[config.mk]
export PLATFORM = sky130hd
export DESIGN_NAME = sat_ks_adder
export DESIGN_NICKNAME = d
export VERILOG_FILES = /design/src/rtl/sat_ks_pkg.sv /design/src/rtl/ks_gp_form.sv /design/src/rtl/ks_prefix_tree.sv /design/src/rtl/ks_sum_clamp.sv /design/src/rtl/sat_ks_adder.sv
export SDC_FILE = /design/constraint.sdc
export NUM_CORES = 1
export LEC_CHECK = 0
export BUFFER_PORTS_ARGS = -buffer_cell sky130_fd_sc_hd__clkbuf_2
export CORE_AREA = 2 2 39 41
export DETAILED_ROUTE_END_ITERATION = 6
export DIE_AREA = 0 0 41 43
export PLACE_DENSITY = 0.71
export SLEW_MARGIN = 20
export SYNTH_ARGS = -nofsm -noshare
export SYNTH_HDL_FRONTEND = slang
export SYNTH_SLANG_ARGS = --single-unit
[constraint.sdc]
create_clock -name vclk -period 3.7
set_input_delay 0 -clock vclk [all_inputs]
set_output_delay 0 -clock vclk [all_outputs]
set_load 0.05 [all_outputs]
[src/rtl/sat_ks_pkg.sv]
package sat_ks_pkg;

    localparam int WIDE_W   = 8;
    localparam int NARROW_W = 5;

    // Active-low saturation level
    typedef enum logic {
        SAT_ON  = 1'b0,
        SAT_OFF = 1'b1
    } sat_lvl_e;

    // Number of prefix merge levels for a given width
    function automatic int prefix_depth(input int w);
        return (w <= 1) ? 1 : $clog2(w);
    endfunction

endpackage

[src/rtl/ks_gp_form.sv]
module ks_gp_form #(
    parameter int W = sat_ks_pkg::WIDE_W
) (
    input  logic [W-1:0] op_a,
    input  logic [W-1:0] op_b,
    output logic [W-1:0] gen0,
    output logic [W-1:0] prop0
);
    for (genvar i = 0; i < W; i++) begin : g_bit
        assign gen0[i]  = op_a[i] & op_b[i];
        assign prop0[i] = op_a[i] ^ op_b[i];
    end
endmodule

[src/rtl/ks_prefix_tree.sv]
module ks_prefix_tree #(
    parameter int W = sat_ks_pkg::WIDE_W
) (
    input  logic [W-1:0] gen0,
    input  logic [W-1:0] prop0,
    output logic [W-1:0] grp_gen
);
    localparam int LEVELS = sat_ks_pkg::prefix_depth(W);

    logic [W-1:0] g_lvl [LEVELS+1];
    logic [W-1:0] p_lvl [LEVELS];

    assign g_lvl[0] = gen0;
    assign p_lvl[0] = prop0;

    for (genvar l = 0; l < LEVELS; l++) begin : g_level
        localparam int SPAN = 1 << l;
        for (genvar i = 0; i < W; i++) begin : g_node
            if (i >= SPAN) begin : g_merge
                assign g_lvl[l+1][i] = g_lvl[l][i] | (p_lvl[l][i] & g_lvl[l][i-SPAN]);
                if (l < LEVELS - 1) begin : g_pm
                    assign p_lvl[l+1][i] = p_lvl[l][i] & p_lvl[l][i-SPAN];
                end
            end else begin : g_pass
                assign g_lvl[l+1][i] = g_lvl[l][i];
                if (l < LEVELS - 1) begin : g_pp
                    assign p_lvl[l+1][i] = p_lvl[l][i];
                end
            end
        end
    end

    assign grp_gen = g_lvl[LEVELS];
endmodule

[src/rtl/ks_sum_clamp.sv]
module ks_sum_clamp #(
    parameter int W = sat_ks_pkg::WIDE_W
) (
    input  logic [W-1:0] prop0,
    input  logic [W-1:0] carry_in,
    input  logic         carry_out,
    output logic [W-1:0] rail_t,
    output logic [W-1:0] rail_f,
    output logic         sat_lvl
);
    import sat_ks_pkg::*;

    sat_lvl_e lvl;
    logic [W-1:0] raw;

    assign lvl = carry_out ? SAT_ON : SAT_OFF;
    assign raw = prop0 ^ carry_in;

    for (genvar i = 0; i < W; i++) begin : g_rail
        always_comb begin
            if (lvl == SAT_ON) begin
                rail_t[i] = 1'b1;
                rail_f[i] = 1'b0;
            end else begin
                rail_t[i] = raw[i];
                rail_f[i] = ~raw[i];
            end
        end
    end

    assign sat_lvl = lvl;
endmodule

[src/rtl/sat_ks_adder.sv]
module sat_ks_adder #(
    parameter int WIDE_W   = sat_ks_pkg::WIDE_W,
    parameter int NARROW_W = sat_ks_pkg::NARROW_W
) (
    input  logic [WIDE_W-1:0]   wide_op,
    input  logic [NARROW_W-1:0] narrow_op,
    output logic [WIDE_W-1:0]   sum_true,
    output logic [WIDE_W-1:0]   sum_comp,
    output logic                sat_n
);
    localparam int PAD_W = WIDE_W - NARROW_W;

    logic [WIDE_W-1:0] narrow_ext;
    logic [WIDE_W-1:0] gen0;
    logic [WIDE_W-1:0] prop0;
    logic [WIDE_W-1:0] grp_gen;
    logic [WIDE_W-1:0] carries;

    assign narrow_ext = {{PAD_W{1'b0}}, narrow_op};

    ks_gp_form #(.W(WIDE_W)) u_gp (
        .op_a  (wide_op),
        .op_b  (narrow_ext),
        .gen0  (gen0),
        .prop0 (prop0)
    );

    ks_prefix_tree #(.W(WIDE_W)) u_tree (
        .gen0    (gen0),
        .prop0   (prop0),
        .grp_gen (grp_gen)
    );

    assign carries = {grp_gen[WIDE_W-2:0], 1'b0};

    ks_sum_clamp #(.W(WIDE_W)) u_clamp (
        .prop0     (prop0),
        .carry_in  (carries),
        .carry_out (grp_gen[WIDE_W-1]),
        .rail_t    (sum_true),
        .rail_f    (sum_comp),
        .sat_lvl   (sat_n)
    );
endmodule

==> out/summary.md, run 1 <==
The flow ran to the end, and the final reports show no timing, DRC or antenna violations. The total power density per cell area was 320 nW/µm². The combined global-route utilization of all metal layers is 0.122. The tools report the initial antenna violation count as 0. The total global routing overflow was 0; the total number of nets in the final design was 103. The worst-margin pin slew was 0.331 ns. The library cells used most frequently in the layout, excluding fill and tap cells, are sky130_fd_sc_hd__clkbuf_2, sky130_fd_sc_hd__o21ai_0, sky130_fd_sc_hd__nand2_1, sky130_fd_sc_hd__ha_1, sky130_fd_sc_hd__o21a_1.

The area growth from synthesis to layout is 42.9%. Summed over all failing endpoints, the final setup total negative slack is 0 ns. Hold-fix buffer count after cts: 0. The sort of element at the start of the critical path was an input port. The first routing iteration left 5 violations. By startpoint and endpoint, the worst setup path is classified as input port to output pin.

The placed wire-length estimate was 860 µm; the longest individual stage delay on the worst path was 0.44 ns. The post-layout minimum cycle time came out at 1.85 ns. The leading cell type in the layout, fill and taps excluded is sky130_fd_sc_hd__clkbuf_2. 30 I/O pins were placed. The tightest slew margin relative to the limit is 0.777.

The logs give 0 for the final-report hold violation count and 0 for the total setup violations reported at the end of the flow. The logs give 397 µm² for the netlist area before placement and 0 for the number of buffers added for setup after CTS. The via count of the first global-routing pass was 395; the number of warnings printed during yosys synthesis was 0.

The congestion estimate from routability-driven global placement came to 0.741. Synthesized area per cell: 7.63 µm². Worst min-delay path category: input port to output pin. The die is 41 µm wide. Among the stages of the critical path, the cell type that occurs most often is sky130_fd_sc_hd__clkbuf_2.

There are 0 flip-flops and latches. The number of rows in the core area was 14. The largest net degree at the start of global routing is 10. 0 antenna diodes ended up in the layout. The floorplan step set the die height to 43 µm. The run gives 0 as the number of violations of the max-capacitance limit. The post-route clock period utilization was 0.499; the starting density of the core was 0.287. The sequential cells in the finished layout cover a total of 0 µm². Standard cell with the maximum stage delay on the critical path: sky130_fd_sc_hd__fa_1. Hold timing on the final database bottoms out at a slack of 0.429 ns.

Timing would allow up to 541 MHz. STA classifies the critical path endpoint as an output pin. STA puts the critical path data required time at 3.70 ns.

STA puts the critical path data arrival time at 1.85 ns. The per-cell routed wire length works out to 9.82 µm. The run gives 0 as the post-detailed-route count of antenna-violating nets. Input and output buffers added on the ports amount to 30. The region available for standard cell placement spans 1380 µm². Post-CTS repair changed the size of 0 cells.

Setup repair after global routing left no endpoint under its margin. The logs give 31 for the distinct cell type count after synthesis and 0 for the number of DRC violations after detailed routing. The tools report the part of the Yosys area used for sequential elements as 0. For this block, the routed nets add up to 962 µm of wire. Synthesis handed over a netlist of 52 instances. The die covers 1760 µm². Before antenna repair, the detailed router went through 4 iterations. The number of vias per cell after detailed routing was 4.96; the net count of the mapped netlist was 71.

The first global-routing pass estimated 1590 µm of wire. The run gives 0 as the total count of max-transition violations in the final report. The peak supply drop came out at 96.2 µV. The signal on the critical path passes through clkbuf_2 > ha_1 > fa_1 > a211oi_2 > nor2_2 > o21ai_2 > mux2_4 > clkbuf_2.

The share of layout cells above drive strength 1 came out at 0.463. Along the worst path, the maximum fanout reaches 4. The clock buffers instantiated in the layout total 0. The run gives 486 as the total number of vias. The reported leakage power was 0.299 nW.
-- stage by stage --
step           instances  setup slack [ns]  total power [mW]  area, µm²  utilization
2_1_floorplan         52              1.60             0.143        397            -
3_3_place_gp          98              1.89             0.180        567        0.410
3_5_place_dp          98              1.84             0.182        567        0.410
4_1_cts               98              1.84             0.183        567        0.410
5_1_grt               98              1.74             0.195        567        0.410
6_report              98              1.85             0.181        567        0.410
-- cell families after synthesis --
logic type | synth area share
simple gates | 0.303
compound gates | 0.353
fa+ha+maj | 0.208
mux | 0.0883
buf+inv | 0.0252
xor+xnor | 0.0221
-- critical path: cells and delay by family --
family                   cells  cell delay (ns)
AO/OA/AOI/OAI                2             0.46
adder cells (fa/ha/maj)      2             0.66
buffers and inverters        2             0.31
multiplexers                 1             0.31
AND/OR/NAND/NOR              1             0.10
-- worst paths after layout --
| path | startpoint | endpoint | slack, ns | cells after the start |
|---|---|---|---|---|
| max | wide_op[0] | sum_true[6] | 1.85 | 8 |
| min | wide_op[7] | sum_comp[7] | 0.43 | 3 |
-- power by group --
group          internal, mW  switching (mW)
sequential                0               0
clock                     0               0
combinational        0.0493           0.132
-- Yosys cell counts (all sizes together) --
cell type,count,area [µm²]
o21ai,7,38.8
ha,5,62.6
nand2,5,18.8
o21a,4,37.5
nor2,3,13.8
a21oi,2,10.0
inv,2,10.0
mux2i,2,20.0
nand2b,2,12.5
nand3,2,10.0
nor3,2,10.0
a211oi,1,12.5
a32o,1,10.0
a32oi,1,8.76
and2,1,6.26
and2b,1,8.76
and3,1,6.26
fa,1,20.0
mux2,1,15.0
nand4,1,6.26
nor2b,1,6.26
nor3b,1,7.51
o211a,1,10.0
o211ai,1,12.5
or2,1,6.26
or2b,1,7.51
xnor2,1,8.76
-- cell type report --
cell class | count | area (µm²)
fill | 147 | 817
multi-input combinational | 50 | 387
timing repair buffer | 30 | 150
tap | 16 | 20.0
inverter | 2 | 10.0
-- metal layers --
metal | share of wire | track usage | routed length [µm]
met1 | 0.45 | 0.174 | 430
met2 | 0.48 | 0.209 | 465
met4 | 0 | 0 | 0
met5 | 0 | 0 | 0
met3 | 0.069 | 0 | 66
Note: power is estimated with default switching activity, not from simulation.
==> inputs of run 2 (changes only) <==
--- a/config.mk
+++ b/config.mk
@@ -9,7 +9,7 @@
 export CORE_AREA = 2 2 39 41
 export DETAILED_ROUTE_END_ITERATION = 6
 export DIE_AREA = 0 0 41 43
-export PLACE_DENSITY = 0.71
+export PLACE_DENSITY = 0.73
 export SLEW_MARGIN = 20
 export SYNTH_ARGS = -nofsm -noshare
 export SYNTH_HDL_FRONTEND = slang
==> constraint.sdc (replaced) <==
create_clock -name vclk -period 1.6
set_input_delay 0 -clock vclk [all_inputs]
set_output_delay 0 -clock vclk [all_outputs]
set_load 0.05 [all_outputs]
==> out/summary.md, run 2 (synthesis results as in run 1) <==
The flow ran to the end, but the final reports show violations. The checks that failed: negative setup slack. The run gives 0 (unchanged) as the final-report hold violation count.

The final sequential cell count is 0 (unchanged), and the first-pass iteration count of the detailed router is 4 (unchanged). The via count of the first global-routing pass is 475 (+20%), and the number of rows in the core area is 14 (unchanged). The tools report the total power consumption of the routed design as 0.599 mW (+230%). The die area was 1760 µm² (unchanged). The number of DRC markers after the initial detailed-route iteration is 9 (+4), and the post-detailed-route count of antenna-violating nets is 0 (unchanged). The required time of the critical path is 1.60 ns (-2.10 ns).

The number of violations of the max-capacitance limit came out at 0 (unchanged). The final-layout worst hold slack came out at 0.398 ns (-0.0308 ns). The total wire length after detailed routing is 1330 µm (+38%), and the number of vias per cell after detailed routing is 5.16 (+4.0%). The post-layout minimum cycle time is 1.69 ns, and the global-route wire length before repair is 1910 µm (+20%). The total number of vias is 557 (+15%).

Total power density per cell area: 686 nW/µm² (+110%). The die boundary height was 43 µm (unchanged). The total global routing overflow was 0 (unchanged); the worst-margin pin slew was 0.359 ns (+0.0277 ns). The leading cell type in the layout, fill and taps excluded is sky130_fd_sc_hd__clkbuf_2. The final weighted congestion of routability-driven global placement was 0.840 (+13%); the starting density of the core was 0.287 (unchanged). The placed standard-cell area was 674 µm² (+19%). The sum of buffers and inverters on the critical path was 4 (+2). The slowest stage of the critical path belongs to the cell sky130_fd_sc_hd__fa_2. The tools report the arrival time of the worst setup path as 1.69 ns (-0.16 ns). The total number of nets in the final design came out at 113 (+9.7%). Setup repair after global routing could not meet its margin everywhere. Dominant delay contributor by cell family on the critical path: buffers and inverters. The tools report the total inserted antenna cells as 0 (unchanged). The logs give 0 (unchanged) for the number of DRC violations after detailed routing and -0.256 ns (-0.256 ns) for the setup total negative slack. The core box area was 1380 µm² (unchanged); the total count of max-transition violations in the final report was 0 (unchanged).

The worst setup slack after layout was -0.0920 ns (-1.94 ns). The tools report the footprint of the flip-flops and latches as 0 µm² (unchanged). The most numerous cell type found on the critical path is sky130_fd_sc_hd__buf_4. The number of clock buffers in the layout is 0 (unchanged), and the post-route clock period utilization is 1.06.

For the tightest slew margin relative to the limit, the log shows 0.759 (-0.0180). The per-cell routed wire length works out to 12.3 µm (+25%). The critical path in this run is classified as input port to output pin.

In this run the worst hold path is classified as input port to output pin. The top cell types in the final layout, fill and taps aside, are sky130_fd_sc_hd__clkbuf_2, sky130_fd_sc_hd__buf_4, sky130_fd_sc_hd__buf_8. The post-layout instance area came out at 872 µm² (+54%).

The longest individual stage delay on the worst path works out to 0.36 ns (-0.08 ns). For the combined global-route utilization of all metal layers, the log shows 0.145 (+0.0230). The run gives 0 (unchanged) as the initial antenna violation count. The largest net degree at the start of global routing was 9 (-1); the placed wire-length estimate was 992 µm (+15%). The signal on the critical path passes through buf_6 > ha_4 > fa_2 > a211oi_4 > buf_4 > o21ai_2 > mux2i_2 > buf_4 > a32oi_2 > buf_8. The hold-fix buffer count after cts was 0 (unchanged). The maximum frequency from static timing analysis was 591 MHz; the reported leakage power was 0.415 nW (+39%). Compared with the post-synthesis result, the final layout area differs by 120%. STA classifies the critical path endpoint as an output pin.

Largest fanout on the critical path: 2 (-2). The die width works out to 41 µm (unchanged). Share of layout cells above drive strength 1: 0.652 (+0.189). Post-layout utilization of the core: 0.630 (+0.221). The worst setup path is launched from an input port. The number of ports placed on the die boundary was 30 (unchanged); the count of input and output buffers was 30 (unchanged). The total setup violations reported at the end of the flow is 6 (+6), and the peak supply drop is 291 µV (+200%).
run 2: cell count changes in the layout (fill, tap and decap cells not counted), moves of 2 or more:
cell / previous run / this run
sky130_fd_sc_hd__buf_2: 0 / 3
sky130_fd_sc_hd__buf_6: 0 / 3
sky130_fd_sc_hd__nand2b_1: 2 / 0
sky130_fd_sc_hd__buf_8: 0 / 7
sky130_fd_sc_hd__o21ai_0: 6 / 1
sky130_fd_sc_hd__mux2i_1: 2 / 0
sky130_fd_sc_hd__o21ai_1: 0 / 3
sky130_fd_sc_hd__o21a_1: 3 / 1
sky130_fd_sc_hd__nand2b_4: 0 / 2
sky130_fd_sc_hd__buf_4: 0 / 10
sky130_fd_sc_hd__clkbuf_2: 30 / 13
run 2: cell type report:
class,instances,area (µm²)
multi-input combinational,50,479
tap,16,20.0
timing repair buffer,40,360
fill,114,512
inverter,2,12.5
run 2: power breakdown:
group          internal (mW)  switching, mW  total (mW)
combinational          0.250          0.349       0.599
clock                      0              0           0
sequential                 0              0           0
run 2: timing repair:
item                                    CTS  global route
pin swaps                                 5             6
endpoints found under the setup margin    9            15
buffers inserted                          0             2
resized for setup                        23            28
run 2: per-layer routing:
layer  wire length, µm  global-route usage  up-vias  part of all wire
met5                 0                   0        -                 0
met1               518               0.190      257              0.39
met3                72             0.00524        2             0.054
met4                21              0.0133        0             0.016
met2               718               0.256       23              0.54
li1                  -                   -      275                 -
run 2: stage by stage:
stage | std cells | setup WS, ns
2_1_floorplan | 52 | -0.137
3_3_place_gp | 106 | -0.149
3_5_place_dp | 106 | -0.183
4_1_cts | 106 | -0.123
5_1_grt | 108 | -0.130
6_report | 108 | -0.0920
run 2: final timing paths:
check	startpoint	endpoint	slack, ns	cells past startpoint
max	narrow_op[0]	sum_true[5]	-0.09	10
min	wide_op[6]	sum_comp[6]	0.40	3
